===== src/rtl/nport_pkg.sv =====
package nport_pkg;
  localparam int NIB_W = 4;
  localparam int OP_W  = 3;

  typedef enum logic [OP_W-1:0] {
    OP_NOP  = 3'd0,
    OP_RD   = 3'd1,
    OP_WR   = 3'd2,
    OP_SETB = 3'd3,
    OP_CLRB = 3'd4,
    OP_TSTT = 3'd5,
    OP_TSTF = 3'd6,
    OP_FDIR = 3'd7
  } port_op_e;

  typedef logic [NIB_W-1:0] nib_t;

  function automatic logic is_input_op(port_op_e op);
    return (op == OP_RD) || (op == OP_TSTT) || (op == OP_TSTF);
  endfunction

  function automatic logic is_output_op(port_op_e op);
    return (op == OP_WR) || (op == OP_SETB) || (op == OP_CLRB);
  endfunction

  function automatic nib_t latch_next(port_op_e op, nib_t cur, nib_t arg);
    case (op)
      OP_WR:   return arg;
      OP_SETB: return cur | arg;
      OP_CLRB: return cur & ~arg;
      default: return cur;
    endcase
  endfunction

  function automatic logic mask_all_ones(nib_t v, nib_t m);
    return (v & m) == m;
  endfunction

  function automatic logic mask_all_zeros(nib_t v, nib_t m);
    return (v & m) == '0;
  endfunction
endpackage


===== src/rtl/nport_in_gate.sv =====
module nport_in_gate
  import nport_pkg::*;
(
  input  logic       backup_i,
  input  nib_t       pad_i,
  output nib_t       samp_o
);
  for (genvar i = 0; i < NIB_W; i++) begin : g_pin
    assign samp_o[i] = pad_i[i] & ~backup_i;
  end
endmodule


===== src/rtl/nport_implicit.sv =====
module nport_implicit
  import nport_pkg::*;
(
  input  logic     clk,
  input  logic     rst_n,
  input  logic     backup_i,
  input  logic     fire_i,
  input  port_op_e op_i,
  input  nib_t     arg_i,
  output nib_t     lat_o,
  output logic     drive_o
);
  nib_t lat_q;
  logic drv_q;
  wire  go_in  = fire_i & is_input_op(op_i);
  wire  go_out = fire_i & is_output_op(op_i);

  always_ff @(posedge clk or negedge rst_n) begin
    if (!rst_n) begin
      lat_q <= '0;
      drv_q <= 1'b0;
    end else if (backup_i) begin
      drv_q <= 1'b0;
    end else begin
      if (go_out) lat_q <= latch_next(op_i, lat_q, arg_i);
      if (go_in)       drv_q <= 1'b0;
      else if (go_out) drv_q <= 1'b1;
    end
  end

  assign lat_o   = lat_q;
  assign drive_o = drv_q;

  a_r2_input_after_in_op: assert property (@(posedge clk) disable iff (!rst_n)
    (go_in && !backup_i) |=> !drive_o);
  a_r3_output_after_out_op: assert property (@(posedge clk) disable iff (!rst_n)
    (go_out && !backup_i) |=> drive_o);
  a_r4_latch_kept_on_input: assert property (@(posedge clk) disable iff (!rst_n)
    (!go_out) |=> $stable(lat_o));
  a_r5_set_bits: assert property (@(posedge clk) disable iff (!rst_n)
    (go_out && op_i == OP_SETB && !backup_i) |=> lat_o == ($past(lat_o) | $past(arg_i)));
  a_r6_clear_bits: assert property (@(posedge clk) disable iff (!rst_n)
    (go_out && op_i == OP_CLRB && !backup_i) |=> lat_o == ($past(lat_o) & ~$past(arg_i)));
  a_r10_backup_freeze: assert property (@(posedge clk) disable iff (!rst_n)
    backup_i |=> ($stable(lat_o) && !drive_o));
endmodule


===== src/rtl/nport_explicit.sv =====
module nport_explicit
  import nport_pkg::*;
(
  input  logic     clk,
  input  logic     rst_n,
  input  logic     backup_i,
  input  logic     fire_i,
  input  logic     dir_load_i,
  input  port_op_e op_i,
  input  nib_t     arg_i,
  output nib_t     lat_o,
  output nib_t     dir_o
);
  nib_t lat_q;
  nib_t dir_q;

  always_ff @(posedge clk or negedge rst_n) begin
    if (!rst_n) begin
      lat_q <= '0;
      dir_q <= '0;
    end else if (backup_i) begin
      dir_q <= '0;
    end else begin
      if (fire_i)     lat_q <= latch_next(op_i, lat_q, arg_i);
      if (dir_load_i) dir_q <= arg_i;
    end
  end

  assign lat_o = lat_q;
  assign dir_o = dir_q;

  a_r7_dir_only_by_load: assert property (@(posedge clk) disable iff (!rst_n)
    (!dir_load_i && !backup_i) |=> $stable(dir_o));
  a_r7_dir_loaded: assert property (@(posedge clk) disable iff (!rst_n)
    (dir_load_i && !backup_i) |=> dir_o == $past(arg_i));
  a_r10_backup_clears_dir: assert property (@(posedge clk) disable iff (!rst_n)
    backup_i |=> (dir_o == '0 && $stable(lat_o)));
endmodule


===== src/rtl/nport_resp.sv =====
module nport_resp
  import nport_pkg::*;
(
  input  logic     backup_i,
  input  port_op_e op_i,
  input  logic     sel_f_i,
  input  nib_t     e_samp_i,
  input  nib_t     f_samp_i,
  input  nib_t     f_lat_i,
  input  nib_t     f_dir_i,
  input  nib_t     mask_i,
  output nib_t     rd_o,
  output logic     skip_o
);
  nib_t f_view;
  nib_t view;

  always_comb begin
    f_view = (f_dir_i & f_lat_i) | (~f_dir_i & f_samp_i);
    view   = backup_i ? '0 : (sel_f_i ? f_view : e_samp_i);
    skip_o = 1'b0;
    if (!backup_i) begin
      if (op_i == OP_TSTT) skip_o = mask_all_ones(view, mask_i);
      if (op_i == OP_TSTF) skip_o = mask_all_zeros(view, mask_i);
    end
  end

  assign rd_o = view;
endmodule


===== src/rtl/nib_port_ctrl.sv =====
module nib_port_ctrl
  import nport_pkg::*;
(
  input  logic       clk,
  input  logic       rst_n,
  input  logic       backup_i,
  input  logic [2:0] op_code_i,
  input  logic       port_sel_i,
  input  logic [3:0] op_arg_i,
  input  logic [3:0] pad_e_i,
  input  logic [3:0] pad_f_i,
  output logic [3:0] pad_e_o,
  output logic [3:0] pad_e_oe_o,
  output logic [3:0] pad_f_o,
  output logic [3:0] pad_f_oe_o,
  output logic [3:0] rd_data_o,
  output logic       skip_o
);
  port_op_e op;
  nib_t e_samp, f_samp, e_lat, f_lat, f_dir;
  logic e_drive;

  assign op = port_op_e'(op_code_i);

  wire op_go    = ~backup_i;
  wire e_fire   = op_go & ~port_sel_i & (op != OP_FDIR);
  wire f_fire   = op_go &  port_sel_i & (op != OP_FDIR);
  wire dir_load = op_go & (op == OP_FDIR);

  nport_in_gate u_gate_e (.backup_i(backup_i), .pad_i(pad_e_i), .samp_o(e_samp));
  nport_in_gate u_gate_f (.backup_i(backup_i), .pad_i(pad_f_i), .samp_o(f_samp));

  nport_implicit u_port_e (
    .clk(clk), .rst_n(rst_n), .backup_i(backup_i), .fire_i(e_fire),
    .op_i(op), .arg_i(op_arg_i), .lat_o(e_lat), .drive_o(e_drive));

  nport_explicit u_port_f (
    .clk(clk), .rst_n(rst_n), .backup_i(backup_i), .fire_i(f_fire),
    .dir_load_i(dir_load), .op_i(op), .arg_i(op_arg_i),
    .lat_o(f_lat), .dir_o(f_dir));

  nport_resp u_resp (
    .backup_i(backup_i), .op_i(op), .sel_f_i(port_sel_i),
    .e_samp_i(e_samp), .f_samp_i(f_samp), .f_lat_i(f_lat), .f_dir_i(f_dir),
    .mask_i(op_arg_i), .rd_o(rd_data_o), .skip_o(skip_o));

  assign pad_e_o    = e_lat;
  assign pad_f_o    = f_lat;
  assign pad_e_oe_o = {NIB_W{e_drive & ~backup_i}};
  assign pad_f_oe_o = f_dir & {NIB_W{~backup_i}};

  always @(posedge clk) begin
    if (!rst_n) begin
      a_r1_reset_inputs: assert (pad_e_oe_o == '0 && pad_f_oe_o == '0 && e_lat == '0 && f_lat == '0);
    end
  end

  a_r8_skip_only_on_test: assert property (@(posedge clk) disable iff (!rst_n)
    skip_o |-> (op == OP_TSTT || op == OP_TSTF));
  a_r10_backup_reads_zero: assert property (@(posedge clk) disable iff (!rst_n)
    backup_i |-> (rd_data_o == '0 && !skip_o));
  a_r9_write_pin_readback: assert property (@(posedge clk) disable iff (!rst_n)
    (!backup_i && port_sel_i && op == OP_RD && f_dir == 4'hF) |-> rd_data_o == pad_f_o);
endmodule


===== config.mk =====
export PLATFORM = sky130hd
export DESIGN_NAME = nib_port_ctrl
export DESIGN_NICKNAME = d
export VERILOG_FILES = /design/src/rtl/nport_pkg.sv /design/src/rtl/nport_in_gate.sv /design/src/rtl/nport_implicit.sv /design/src/rtl/nport_explicit.sv /design/src/rtl/nport_resp.sv /design/src/rtl/nib_port_ctrl.sv
export SDC_FILE = /design/constraint.sdc
export NUM_CORES = 1
export LEC_CHECK = 0
export BUFFER_PORTS_ARGS = -buffer_cell sky130_fd_sc_hd__buf_4
export CORE_AREA = 8 8 54 56
export DETAILED_ROUTE_END_ITERATION = 16
export DIE_AREA = 0 0 62 64
export GPL_TIMING_DRIVEN = 0
export PLACE_DENSITY = 0.88
export SLEW_MARGIN = 0
export SYNTH_ARGS = -nofsm -noshare
export SYNTH_HDL_FRONTEND = slang
export SYNTH_SLANG_ARGS = --single-unit

===== constraint.sdc =====
create_clock -name clk -period 4.15 [get_ports clk]
set_input_delay 0.415 -clock clk [delete_from_list [all_inputs] [get_ports clk]]
set_output_delay 0.415 -clock clk [all_outputs]
set_load 0.1 [all_outputs]

==> results.md <==
| Quantity | This run | Unit |
|---|---|---|
| Status | finished, final reports clean | - |
| Routed wire length | 3024 | µm |
| Via density per instance | 5.613 | - |
| Overall global routing resource usage | 0.1545 | - |
| Reg2Reg Capture Point | u_port_f.lat_o[3]$_DFFE_PN0P_ | - |
| Worst Max-Slew Pin Slew | 0.4794 | ns |
| Number of buffers added by the clock tree synthesis step | 3 | - |
| Synthesis-stage register bit count | 13 | - |
| Max-slew violations | 0 | - |
| Clock sink total | 13 | - |
| Upper clock frequency limit | 409.9 | MHz |
| Core ar. | 2106 | µm² |
| Power density relative to cell area | 417.2 | nW/µm² |
| Leading register cell type out of synthesis | sky130_fd_sc_hd__dfrtp_1 | - |
| Height of the die | 64 | µm |
| Type of the setup path with the least slack | flip-flop to output pin | - |
| Total negative setup slack | 0 | ns |
| H-tree levels | 1 | - |
| Clock network latency to the later pin of the worst-skew pair | 0.27 | ns |
| First-iteration detailed-routing DRC count | 57 | - |
| CP max stage cell | sky130_fd_sc_hd__dfrtp_1 | - |
| Number of buffers inserted for hold repair after clock tree synthesis | 1 | - |
| Synth Area per Inst | 7.498 | µm² |
| Crit path cell chain | mux2i_1, a2111oi_1, nor4_2, nand2b_1, a31oi_2, buf_4 | - |
| Final HPWL DP | 2370 | µm |
| Sort of element at the start of the critical path | flip-flop | - |
| ANT cells | 0 | - |
| Arrival time worst endpoint | 2.02 | ns |
| Synth Instances | 135 | - |
| Post-detailed-route count of antenna-violating nets | 0 | - |
| Starting density of the core | 0.4807 | - |
| Worst reg2reg startpoint | u_port_f.lat_o[3]$_DFFE_PN0P_ | - |
| Buffer type at the clock tree root | sky130_fd_sc_hd__clkbuf_4 | - |
| Clk slew on worst S/H paths | 0.08 | ns |
| End point of the critical path | skip_o | - |
| Number of nets in the synthesized netlist | 154 | - |
| CTS resizes | 0 | - |
| Share of flip-flops with an asynchronous set or reset | 1.000 | - |
| Remaining routing DRC violations | 0 | - |
| Via Count | 1145 | - |
| Endpoints failing setup | 0 | - |
| Kind of end point of the critical path | output pin | - |
| Tightest Hold Check Type | primary input to flip-flop | - |
| Final hold violations | 0 | - |
| Post-placement setup slack | 1.868 | ns |
| Maximum Capacitance Violations | 0 | - |
| IO buf count | 36 | - |
| Largest net degree at the start of global routing | 14 | - |
| Cell Rows | 17 | - |
| Die footprint | 3968 | µm² |
| Worst-path fanout max | 3 | - |
| Area growth syn-to-layout | 35.10 | % |
| Aggregate global routing overflow | 0 | - |
| Clock buffer depth | 2 | - |
| CTS tree | yes | - |
| Max-slew headroom | 0.6804 | - |
| Worst path required time | 3.73 | ns |
| Critical path launch point | u_port_f.dir_o[2]$_DFFE_PN0P_ | - |
| Final clock period utilization by the worst path | 0.5879 | - |
| Routed len/inst | 14.82 | µm |
| Delay of the slowest cell on the worst path | 0.41 | ns |
| Lkg Pwr | 0.0006153 | µW |
| Share of post-route cells with drive strength above 1 | 0.2898 | - |
| Nets@finish | 196 | - |
| Router iterations before antenna repair | 4 | - |
| Share of the yosys chip area belonging to registers | 0.3214 | - |
| Setup ws final | 1.710 | ns |
| Via count of the first global-routing pass | 1108 | - |
| Largest voltage drop on the vdd net | 0.3579 | mV |
| Final setup skew | 0 | ns |
| Number of enable-type register cells in the synthesized netlist | 0 | - |
| Wire length of the first global-routing pass | 4850 | µm |
| # IOs | 40 | - |
| Post-Synthesis Cell Area | 1012 | µm² |
| Last weighted congestion value of the routability-driven placer | 0.8953 | - |
| Count of buffers added by post-CTS timing repair for setup | 0 | - |
| Unrepaired setup endpoints after global routing | no | - |
| Register-to-register setup slack | 3.32 | ns |
| Worst r2r path cells | 4 | - |
| Number of warnings printed during yosys synthesis | 0 | - |
| Initial antenna violation count | 0 | - |
| Die Width | 62 | µm |
| Tmin final | 2.440 | ns |
| Count of unique library cells instantiated by Yosys | 27 | - |
worst min-delay path by stage:
stage / to / cells after the start / from
6_report: u_port_f.dir_o[0]$_DFFE_PN0P_ / 3 / op_arg_i[0]
5_1_grt: u_port_f.dir_o[3]$_DFFE_PN0P_ / 3 / op_arg_i[3]
4_1_cts: u_port_f.dir_o[3]$_DFFE_PN0P_ / 3 / op_arg_i[3]
3_5_place_dp: u_port_f.dir_o[3]$_DFFE_PN0P_ / 1 / rst_n
3_3_place_gp: u_port_e.drive_o$_DFFE_PN0P_ / 1 / rst_n
2_1_floorplan: u_port_e.drive_o$_DFFE_PN0P_ / 0 / rst_n
layout make-up:
class | count | area, µm²
Multi-Input combinational cell | 109 | 621.8
Inverter | 2 | 7.507
Sequential cell | 13 | 325.3
Tap cell | 28 | 35.03
Buffer | 11 | 71.32
Fill cell | 180 | 738.2
Clock buffer | 4 | 26.28
Timing Repair Buffer | 37 | 280.3
metal layers:
layer  GRT usage  share of wire  wire (µm)
met2      0.2445           0.47       1422
met4     0.04274         0.0043         13
met1      0.1998           0.42       1281
met3     0.03800           0.10        307
met5           0              0          0
placed cells by master, fill, tap and decap left out:
cell                            instances
sky130_fd_sc_hd__o21ai_1               13
sky130_fd_sc_hd__nor2_1                13
sky130_fd_sc_hd__nand3b_1               2
sky130_fd_sc_hd__or2_1                  2
sky130_fd_sc_hd__dfrtp_1               13
sky130_fd_sc_hd__a211oi_4               1
sky130_fd_sc_hd__nand2_1               27
sky130_fd_sc_hd__dlygate4sd3_1          1
sky130_fd_sc_hd__clkbuf_4               3
sky130_fd_sc_hd__a2111oi_1              2
sky130_fd_sc_hd__inv_1                  2
sky130_fd_sc_hd__nor4_2                 1
sky130_fd_sc_hd__nor2b_1                5
sky130_fd_sc_hd__a31oi_2                1
sky130_fd_sc_hd__buf_6                  1
sky130_fd_sc_hd__o21ai_0                5
sky130_fd_sc_hd__nand2b_1               8
sky130_fd_sc_hd__nor2b_2                1
sky130_fd_sc_hd__a311oi_1               1
sky130_fd_sc_hd__buf_4                 42
sky130_fd_sc_hd__mux2i_1                7
sky130_fd_sc_hd__nand4_1                1
sky130_fd_sc_hd__o211ai_1               1
sky130_fd_sc_hd__nand3_1                2
sky130_fd_sc_hd__a21oi_1               10
sky130_fd_sc_hd__nor2_4                 1
sky130_fd_sc_hd__a31oi_1                1
sky130_fd_sc_hd__or3_1                  1
sky130_fd_sc_hd__a211oi_1               3
sky130_fd_sc_hd__clkbuf_1               5
where the power goes:
group / internal [µW] / switching, µW / leakage (µW) / total [µW]
registers: 148 / 20.9 / 0.000152 / 168
clock network: 37.3 / 41.3 / 0.0000150 / 78.6
logic: 75.0 / 249 / 0.000448 / 324
total: 260 / 311 / 0.000615 / 571
registers in the layout, indices dropped and copies added (netlist names):
name              flops
u_port_f.dir_o        4
u_port_e.drive_o      1
u_port_f.lat_o        4
u_port_e.lat_o        4
synth_stat cells, drive strengths merged (2+ instances only):
master   instances  share of area
buf              7          0.056
nand2b           8          0.049
o21ai           18          0.089
a2111oi          2          0.020
clkbuf           4          0.015
mux2i            7          0.069
a21oi           10          0.049
nand3b           2          0.015
nand3            2         0.0099
dfrtp           13           0.32
a211oi           4          0.035
nand2           27           0.10
nor2            14          0.059
inv              2         0.0074
nor2b            6          0.040
a31oi            2          0.012
or2              2          0.012
logic make-up after synthesis:
group | after synthesis | synth area share
simple gates | 64 | 0.3103
compound gates | 38 | 0.2213
flops | 13 | 0.3214
buf+inv | 13 | 0.07787
mux | 7 | 0.06922
worst max-delay path, delay by kind of cell (launching register included):
family	cells	cell delay, ns
AOI/OAI and AO/OA	2	0.30
DFF	1	0.41
muxes	1	0.29
buffers and inverters	1	0.31
and+or+nand+nor	2	0.43
metrics by stage:
step / instance area (µm²) / power, µW / util / cells / hold slack [ns]
after CTS: 1368 / 570.9 / 0.6494 / 204 / 0.4342
after floorplan: 1026 / 414.9 / - / 135 / 0.1194
after detailed placement: 1331 / 492.5 / 0.6322 / 199 / 0.2741
after global routing: 1368 / 596.5 / 0.6494 / 204 / 0.4297
final: 1368 / 570.5 / 0.6494 / 204 / 0.4426
after global placement: 1331 / 486.8 / 0.6322 / 199 / 0.2698
Note: power is estimated with default switching activity, not from simulation.
